## src/rtl/psram_ctrl_pkg.sv

```systemverilog
package psram_ctrl_pkg;

  typedef enum logic [2:0] {
    ST_WAIT  = 3'd0,
    ST_IREAD = 3'd1,
    ST_IGAP  = 3'd2,
    ST_IDLE  = 3'd3,
    ST_READ  = 3'd4,
    ST_WRITE = 3'd5,
    ST_GAP   = 3'd6,
    ST_DEEP  = 3'd7
  } st_e;

  typedef struct packed {
    logic cs_n;
    logic mode;
    logic oe_n;
    logic we_n;
    logic lb_n;
    logic ub_n;
    logic dq_oe;
  } pins_t;

  localparam pins_t PINS_QUIET = '{cs_n: 1'b1, mode: 1'b1, oe_n: 1'b1, we_n: 1'b1,
                                   lb_n: 1'b1, ub_n: 1'b1, dq_oe: 1'b0};

  function automatic pins_t pin_decode(st_e st, logic [1:0] be);
    pins_t p;
    p = PINS_QUIET;
    unique case (st)
      ST_IREAD: begin
        p.cs_n = 1'b0;
        p.lb_n = 1'b0;
        p.ub_n = 1'b0;
      end
      ST_READ: begin
        p.cs_n = 1'b0;
        p.oe_n = 1'b0;
        p.lb_n = ~be[0];
        p.ub_n = ~be[1];
      end
      ST_WRITE: begin
        p.cs_n  = 1'b0;
        p.we_n  = 1'b0;
        p.lb_n  = ~be[0];
        p.ub_n  = ~be[1];
        p.dq_oe = 1'b1;
      end
      ST_DEEP: p.mode = 1'b0;
      default: p = PINS_QUIET;
    endcase
    return p;
  endfunction

endpackage

```

## src/rtl/psram_tick_timer.sv

```systemverilog
module psram_tick_timer #(
  parameter int CNT_W     = 14,
  parameter int RESET_VAL = 9999
) (
  input  logic             clk,
  input  logic             rst,
  input  logic             load,
  input  logic [CNT_W-1:0] load_val,
  output logic             zero
);
  logic [CNT_W-1:0] cnt_q;

  always_ff @(posedge clk) begin
    if (rst)               cnt_q <= CNT_W'(RESET_VAL);
    else if (load)         cnt_q <= load_val;
    else if (cnt_q != '0)  cnt_q <= cnt_q - 1'b1;
  end

  assign zero = (cnt_q == '0);
endmodule

```

## src/rtl/psram_seq.sv

```systemverilog
module psram_seq
  import psram_ctrl_pkg::*;
#(
  parameter int CNT_W      = 14,
  parameter int WAIT_CYC   = 10000,
  parameter int INIT_READS = 3,
  parameter int RD_CYC     = 5,
  parameter int WR_CYC     = 5,
  parameter int GAP_CYC    = 1
) (
  input  logic             clk,
  input  logic             rst,
  input  logic             host_valid,
  input  logic             host_write,
  input  logic             host_dsleep,
  input  logic             tmr_zero,
  output logic             tmr_load,
  output logic [CNT_W-1:0] tmr_val,
  output st_e              nstate,
  output logic             accept,
  output logic             capture,
  output logic             ready
);
  localparam int LEFT_W = $clog2(INIT_READS + 1);

  st_e              state_q;
  logic [LEFT_W-1:0] left_q, left_n;

  always_comb begin
    nstate   = state_q;
    left_n   = left_q;
    tmr_load = 1'b0;
    tmr_val  = '0;
    accept   = 1'b0;
    capture  = 1'b0;
    unique case (state_q)
      ST_WAIT: if (tmr_zero) begin
        nstate   = ST_IREAD;
        tmr_load = 1'b1;
        tmr_val  = CNT_W'(RD_CYC - 1);
      end
      ST_IREAD: if (tmr_zero) begin
        nstate   = ST_IGAP;
        left_n   = left_q - 1'b1;
        tmr_load = 1'b1;
        tmr_val  = CNT_W'(GAP_CYC - 1);
      end
      ST_IGAP: if (tmr_zero) begin
        if (left_q == '0) begin
          nstate = ST_IDLE;
        end else begin
          nstate   = ST_IREAD;
          tmr_load = 1'b1;
          tmr_val  = CNT_W'(RD_CYC - 1);
        end
      end
      ST_IDLE: begin
        if (host_valid) begin
          accept   = 1'b1;
          tmr_load = 1'b1;
          if (host_write) begin
            nstate  = ST_WRITE;
            tmr_val = CNT_W'(WR_CYC - 1);
          end else begin
            nstate  = ST_READ;
            tmr_val = CNT_W'(RD_CYC - 1);
          end
        end else if (host_dsleep) begin
          nstate = ST_DEEP;
        end
      end
      ST_READ: if (tmr_zero) begin
        capture  = 1'b1;
        nstate   = ST_GAP;
        tmr_load = 1'b1;
        tmr_val  = CNT_W'(GAP_CYC - 1);
      end
      ST_WRITE: if (tmr_zero) begin
        nstate   = ST_GAP;
        tmr_load = 1'b1;
        tmr_val  = CNT_W'(GAP_CYC - 1);
      end
      ST_GAP: if (tmr_zero) nstate = ST_IDLE;
      ST_DEEP: if (!host_dsleep) begin
        nstate   = ST_WAIT;
        left_n   = LEFT_W'(INIT_READS);
        tmr_load = 1'b1;
        tmr_val  = CNT_W'(WAIT_CYC - 1);
      end
      default: nstate = ST_WAIT;
    endcase
  end

  always_ff @(posedge clk) begin
    if (rst) begin
      state_q <= ST_WAIT;
      left_q  <= LEFT_W'(INIT_READS);
      ready   <= 1'b0;
    end else begin
      state_q <= nstate;
      left_q  <= left_n;
      ready   <= (nstate == ST_IDLE);
    end
  end
endmodule

```

## src/rtl/psram_pin_reg.sv

```systemverilog
module psram_pin_reg
  import psram_ctrl_pkg::*;
#(
  parameter int ADDR_W = 20,
  parameter int DATA_W = 16
) (
  input  logic              clk,
  input  logic              rst,
  input  st_e               nstate,
  input  logic              accept,
  input  logic [1:0]        host_be,
  input  logic [ADDR_W-1:0] host_addr,
  input  logic [DATA_W-1:0] host_wdata,
  output logic [ADDR_W-1:0] mem_addr,
  output logic [DATA_W-1:0] mem_dq_out,
  output logic              mem_dq_oe,
  output logic              mem_cs_n,
  output logic              mem_mode,
  output logic              mem_oe_n,
  output logic              mem_we_n,
  output logic              mem_lb_n,
  output logic              mem_ub_n
);
  pins_t      pins_q;
  logic [1:0] be_q;
  logic [1:0] be_sel;

  assign be_sel = accept ? host_be : be_q;

  always_ff @(posedge clk) begin
    if (rst) begin
      pins_q     <= PINS_QUIET;
      be_q       <= '0;
      mem_addr   <= '0;
      mem_dq_out <= '0;
    end else begin
      pins_q <= pin_decode(nstate, be_sel);
      if (accept) begin
        be_q       <= host_be;
        mem_addr   <= host_addr;
        mem_dq_out <= host_wdata;
      end
    end
  end

  assign mem_cs_n  = pins_q.cs_n;
  assign mem_mode  = pins_q.mode;
  assign mem_oe_n  = pins_q.oe_n;
  assign mem_we_n  = pins_q.we_n;
  assign mem_lb_n  = pins_q.lb_n;
  assign mem_ub_n  = pins_q.ub_n;
  assign mem_dq_oe = pins_q.dq_oe;
endmodule

```

## src/rtl/psram_rd_capture.sv

```systemverilog
module psram_rd_capture #(
  parameter int DATA_W = 16
) (
  input  logic              clk,
  input  logic              rst,
  input  logic              capture,
  input  logic [1:0]        lane_en,
  input  logic [DATA_W-1:0] mem_dq_in,
  output logic [DATA_W-1:0] host_rdata,
  output logic              host_rvalid
);
  localparam int LANE_W = DATA_W / 2;

  always_ff @(posedge clk) begin
    if (rst) host_rvalid <= 1'b0;
    else     host_rvalid <= capture;
  end

  for (genvar l = 0; l < 2; l++) begin : g_lane
    always_ff @(posedge clk) begin
      if (rst)          host_rdata[l*LANE_W +: LANE_W] <= '0;
      else if (capture) host_rdata[l*LANE_W +: LANE_W] <=
                          lane_en[l] ? mem_dq_in[l*LANE_W +: LANE_W] : '0;
    end
  end
endmodule

```

## src/rtl/psram_ctrl.sv

```systemverilog
module psram_ctrl
  import psram_ctrl_pkg::*;
#(
  parameter int ADDR_W     = 20,
  parameter int DATA_W     = 16,
  parameter int WAIT_CYC   = 10000,
  parameter int INIT_READS = 3,
  parameter int RD_CYC     = 5,
  parameter int WR_CYC     = 5,
  parameter int GAP_CYC    = 1
) (
  input  logic              clk,
  input  logic              rst,
  input  logic              host_valid,
  input  logic              host_write,
  input  logic [1:0]        host_be,
  input  logic [ADDR_W-1:0] host_addr,
  input  logic [DATA_W-1:0] host_wdata,
  input  logic              host_dsleep,
  output logic              host_ready,
  output logic [DATA_W-1:0] host_rdata,
  output logic              host_rvalid,
  output logic [ADDR_W-1:0] mem_addr,
  output logic [DATA_W-1:0] mem_dq_out,
  output logic              mem_dq_oe,
  input  logic [DATA_W-1:0] mem_dq_in,
  output logic              mem_cs_n,
  output logic              mem_mode,
  output logic              mem_oe_n,
  output logic              mem_we_n,
  output logic              mem_lb_n,
  output logic              mem_ub_n
);
  localparam int MAX_A = (WAIT_CYC > RD_CYC) ? WAIT_CYC : RD_CYC;
  localparam int MAX_B = (WR_CYC > GAP_CYC) ? WR_CYC : GAP_CYC;
  localparam int MAX_C = (MAX_A > MAX_B) ? MAX_A : MAX_B;
  localparam int CNT_W = $clog2(MAX_C + 1);

  logic             tmr_load, tmr_zero, accept, capture;
  logic [CNT_W-1:0] tmr_val;
  st_e              nstate;

  psram_tick_timer #(.CNT_W(CNT_W), .RESET_VAL(WAIT_CYC - 1)) u_timer (
    .clk(clk), .rst(rst), .load(tmr_load), .load_val(tmr_val), .zero(tmr_zero)
  );

  psram_seq #(
    .CNT_W(CNT_W), .WAIT_CYC(WAIT_CYC), .INIT_READS(INIT_READS),
    .RD_CYC(RD_CYC), .WR_CYC(WR_CYC), .GAP_CYC(GAP_CYC)
  ) u_seq (
    .clk(clk), .rst(rst), .host_valid(host_valid), .host_write(host_write),
    .host_dsleep(host_dsleep), .tmr_zero(tmr_zero), .tmr_load(tmr_load),
    .tmr_val(tmr_val), .nstate(nstate), .accept(accept), .capture(capture),
    .ready(host_ready)
  );

  psram_pin_reg #(.ADDR_W(ADDR_W), .DATA_W(DATA_W)) u_pins (
    .clk(clk), .rst(rst), .nstate(nstate), .accept(accept), .host_be(host_be),
    .host_addr(host_addr), .host_wdata(host_wdata), .mem_addr(mem_addr),
    .mem_dq_out(mem_dq_out), .mem_dq_oe(mem_dq_oe), .mem_cs_n(mem_cs_n),
    .mem_mode(mem_mode), .mem_oe_n(mem_oe_n), .mem_we_n(mem_we_n),
    .mem_lb_n(mem_lb_n), .mem_ub_n(mem_ub_n)
  );

  psram_rd_capture #(.DATA_W(DATA_W)) u_rd (
    .clk(clk), .rst(rst), .capture(capture), .lane_en(~{mem_ub_n, mem_lb_n}),
    .mem_dq_in(mem_dq_in), .host_rdata(host_rdata), .host_rvalid(host_rvalid)
  );
endmodule

```

## config.mk

```make
export PLATFORM = sky130hd
export DESIGN_NAME = psram_ctrl
export DESIGN_NICKNAME = d
export VERILOG_FILES = /design/src/rtl/psram_ctrl_pkg.sv /design/src/rtl/psram_tick_timer.sv /design/src/rtl/psram_seq.sv /design/src/rtl/psram_pin_reg.sv /design/src/rtl/psram_rd_capture.sv /design/src/rtl/psram_ctrl.sv
export SDC_FILE = /design/constraint.sdc
export NUM_CORES = 1
export LEC_CHECK = 0
export BUFFER_PORTS_ARGS = -buffer_cell sky130_fd_sc_hd__buf_2
export CAP_MARGIN = 20
export CELL_PAD_IN_SITES_DETAIL_PLACEMENT = 1
export CELL_PAD_IN_SITES_GLOBAL_PLACEMENT = 1
export CORE_ASPECT_RATIO = 0.7
export CORE_UTILIZATION = 30
export CTS_CLUSTER_SIZE = 16
export DETAILED_ROUTE_END_ITERATION = 8
export PLACE_DENSITY_LB_ADDON = 0.1
export SYNTH_ARGS = -nofsm -noshare
export SYNTH_HDL_FRONTEND = slang
export SYNTH_SLANG_ARGS = --single-unit
```

## constraint.sdc

```tcl
create_clock -name clk -period 3.35 [get_ports clk]
set_input_delay 0.1675 -clock clk [delete_from_list [all_inputs] [get_ports clk]]
set_output_delay 0.1675 -clock clk [all_outputs]
set_load 0.05 [all_outputs]
```

==> flow_summary.toml <==
[status]
status = "finished clean"

[global_route]
grt_pass1_vias = 3149
met3_usage = 0.0583
grt_remaining_overflow = 0
grt.busiest_layer = "met2"
grt_pass1_wl_um = 16200
grtUsageTotal = 0.181
grt_util_met1 = 0.241
grt_util_met2 = 0.282
grt_max_degree = 39
antenna_found_initial = 0

[drt]
wirelength_um = 9970
route.vias.total = 3141
ant_nets = 0
drtPass1Iterations = 4
drcViolationCount = 0
first_iter_violations = 143
viasPerCell = 4.74
wire_per_inst_um = 15.0

[timing]
max_slew_margin = 0.363
finalSetupTns_ps = 0
timing.final.crit_period_ps = 2840
fmax_mhz = 352
hold_violations = 0
final-setup-viol-count = 0
worst_pin_slew_ps = 947
rsz0062_at_grt = "no"
maxSlewViolCount = 0
finClkSkew_ps = 4.24
timing.final.crit_share = 0.849

[pwr]
power.leakage_nw = 1.75
power.density_nw_per_um2 = 450
irDropWorstVdd_mv = 0.254
totalPowerFinal_w = 0.00193

[clocking]
cts_hold_buf = 0
htree_levels = 3
cts_resized = 0
worstSkewPairLatency_ps = 330
cts_root_buf = "clkbuf_16"
numCtsBuffers = 9
path_clk_slew_ps = 60
clock_path_buffers = 2
post_cts_buffers = 0
cts_tree = "built"
cts.sinks = 82

[logic_synthesis]
syn_avg_cell_area_um2 = 8.25
ys_types = 41
yosys-top-cells-area = "dfxtp_1, nand2_1, a21oi_1"
yosysTopAreaCellShare = 0.496
synth-seq-cells = 82
syn_inst = 401
yosysWarningCount = 0
syn_nets = 462
yosys.area.top_type = "dfxtp_1"
yosysSeqAreaShare = 0.496
syn_area_um2 = 3310

[run]
cap_violations = 0

[worst_setup_path]
worstPathCellList = "inv_1, ha_1, or4b_1, or4_4, nor3_4, nand3b_1, a21oi_1"
crit_type = "reg -> reg"
worstSetupEndpointType = "flop"
required_ps = 3610
critPathSlowestCell = "or4b_1"
cp-start-kind = "flop"
arrival_ps = 3100
ff2ff_setup_slack_ps = 510
path_max_fanout = 16
max_stage_delay_ps = 670

[floorplanning]
num_rows = 31
initial_core_util = 0.315
die_w_um = 127
core-area_um2 = 10500
die_y_um = 89.8
boundaryPins = 120
die_area_um2 = 11500

[layout]
final_common_cell = "buf_2"
drive_gt1_frac = 0.289
layout_common_cells = "buf_2, nand2_1, dfxtp_1"
layout.nets = 572
n_fill_cell = 1303
antenna_cells = 0
area_growth_pct = 29.4

[placement]
portBuffers = 119
hpwlAfterDp_um = 7200
gp_congestion = 0.788

[worst_hold_path]
hold_class = "in -> reg"
-- power breakdown --
part / internal (W) / total, W / switching, W
combinational: 0.0000312 / 0.0000649 / 0.0000337
clock: 0.000492 / 0.000880 / 0.000388
sequential: 0.000978 / 0.000982 / 0.00000351
-- worst max-delay path, delay by kind of cell, from the launching register on --
| kind | cells | cell delay, ps |
|---|---|---|
| flip-flops | 1 | 340 |
| AO/OA/AOI/OAI | 1 | 170 |
| adder cells (fa/ha/maj) | 1 | 200 |
| AND/OR/NAND/NOR | 4 | 1990 |
| buffers and inverters | 1 | 80 |
-- cell usage after synthesis --
cell      number
ha_1           2
inv_1          7
nand2b_1       4
o21a_1         1
and4b_1        1
o21ai_0       10
or4b_2         1
xnor2_1        2
o2111a_1       1
nand3_1        4
a31oi_1        1
nand4_1        1
nor3_1         3
o211ai_1       1
o41ai_1        1
nor4_1         7
or4b_1         1
nor2b_1        3
xor2_1         6
dfxtp_1       82
a21o_1         5
mux2i_1        2
or4_1          6
or2_2          2
a211oi_1       1
nor3_4         1
nor4_4         1
nor2_1        24
buf_1          5
nand3b_1      17
a21oi_1       64
nand2_1      102
clkbuf_1      17
or4_4          2
or3_1          5
o211ai_2       1
a221oi_2       1
o31ai_1        2
buf_2          1
buf_6          2
o22ai_1        1
-- worst paths after layout --
path / end / from / cells after the start
setup / recovery: u_rd.host_rdata[10] / u_timer.cnt_q[1] / 7
hold / removal: u_pins.mem_dq_out[4] / host_wdata[4] / 3
setup reg to reg: u_rd.host_rdata[10] / u_timer.cnt_q[1] / 7
hold reg to reg: u_pins.mem_dq_out[4] / u_pins.mem_dq_out[4] / 2
-- registers in the layout (all words and copies together), names as in the netlist --
| name | flops |
|---|---|
| u_timer.cnt_q | 14 |
| u_seq.left_q | 2 |
| u_pins.mem_ub_n | 1 |
| u_seq.ready | 1 |
| u_seq.state_q | 3 |
| u_pins.mem_mode | 1 |
| u_pins.mem_oe_n | 1 |
| u_pins.mem_addr | 20 |
| u_pins.mem_dq_out | 16 |
| u_pins.mem_cs_n | 1 |
| u_rd.host_rdata | 16 |
| u_pins.be_q | 2 |
| u_rd.host_rvalid | 1 |
| u_pins.mem_dq_oe | 1 |
| u_pins.mem_lb_n | 1 |
| u_pins.mem_we_n | 1 |
-- layout make-up --
cell class	count	area [um^2]	share of cell area
well taps	148	185	0.0433
multi-input cells	287	1530	0.358
clock buffers	9	225	0.0526
repair buffers	124	633	0.148
flip-flops and latches	82	1640	0.384
inverters	7	26.3	0.00614
clock inverters	6	35.0	0.00819
-- per-stage QoR --
| step | cells | util | hold WS [ps] | cell area [um^2] | setup WS (ps) |
|---|---|---|---|---|---|
| 2_1_floorplan | 401 | - | 304 | 3310 | 993 |
| 3_3_place_gp | 648 | 0.382 | 409 | 4020 | 618 |
| 3_5_place_dp | 648 | 0.382 | 418 | 4020 | 502 |
| 4_1_cts | 663 | 0.407 | 59.3 | 4280 | 484 |
| 5_1_grt | 663 | 0.407 | 62.3 | 4280 | 279 |
| 6_report | 663 | 0.407 | 72.1 | 4280 | 506 |
-- cells by family after synthesis --
logic type      Yosys count  synth area share
compound gates           90             0.153
xor+xnor                  8            0.0212
fa+ha+maj                 2           0.00757
buf+inv                  32            0.0412
flops                    82             0.496
mux                       2           0.00605
simple gates            185             0.275
-- layer usage --
metal | wire length, um | vias to the layer above
met1 | 4820 | 1466
li1 | - | 1581
met2 | 4480 | 87
met4 | 76 | 0
met5 | 0 | -
met3 | 592 | 7
No activity file was read; power rests on OpenSTA's default activity.
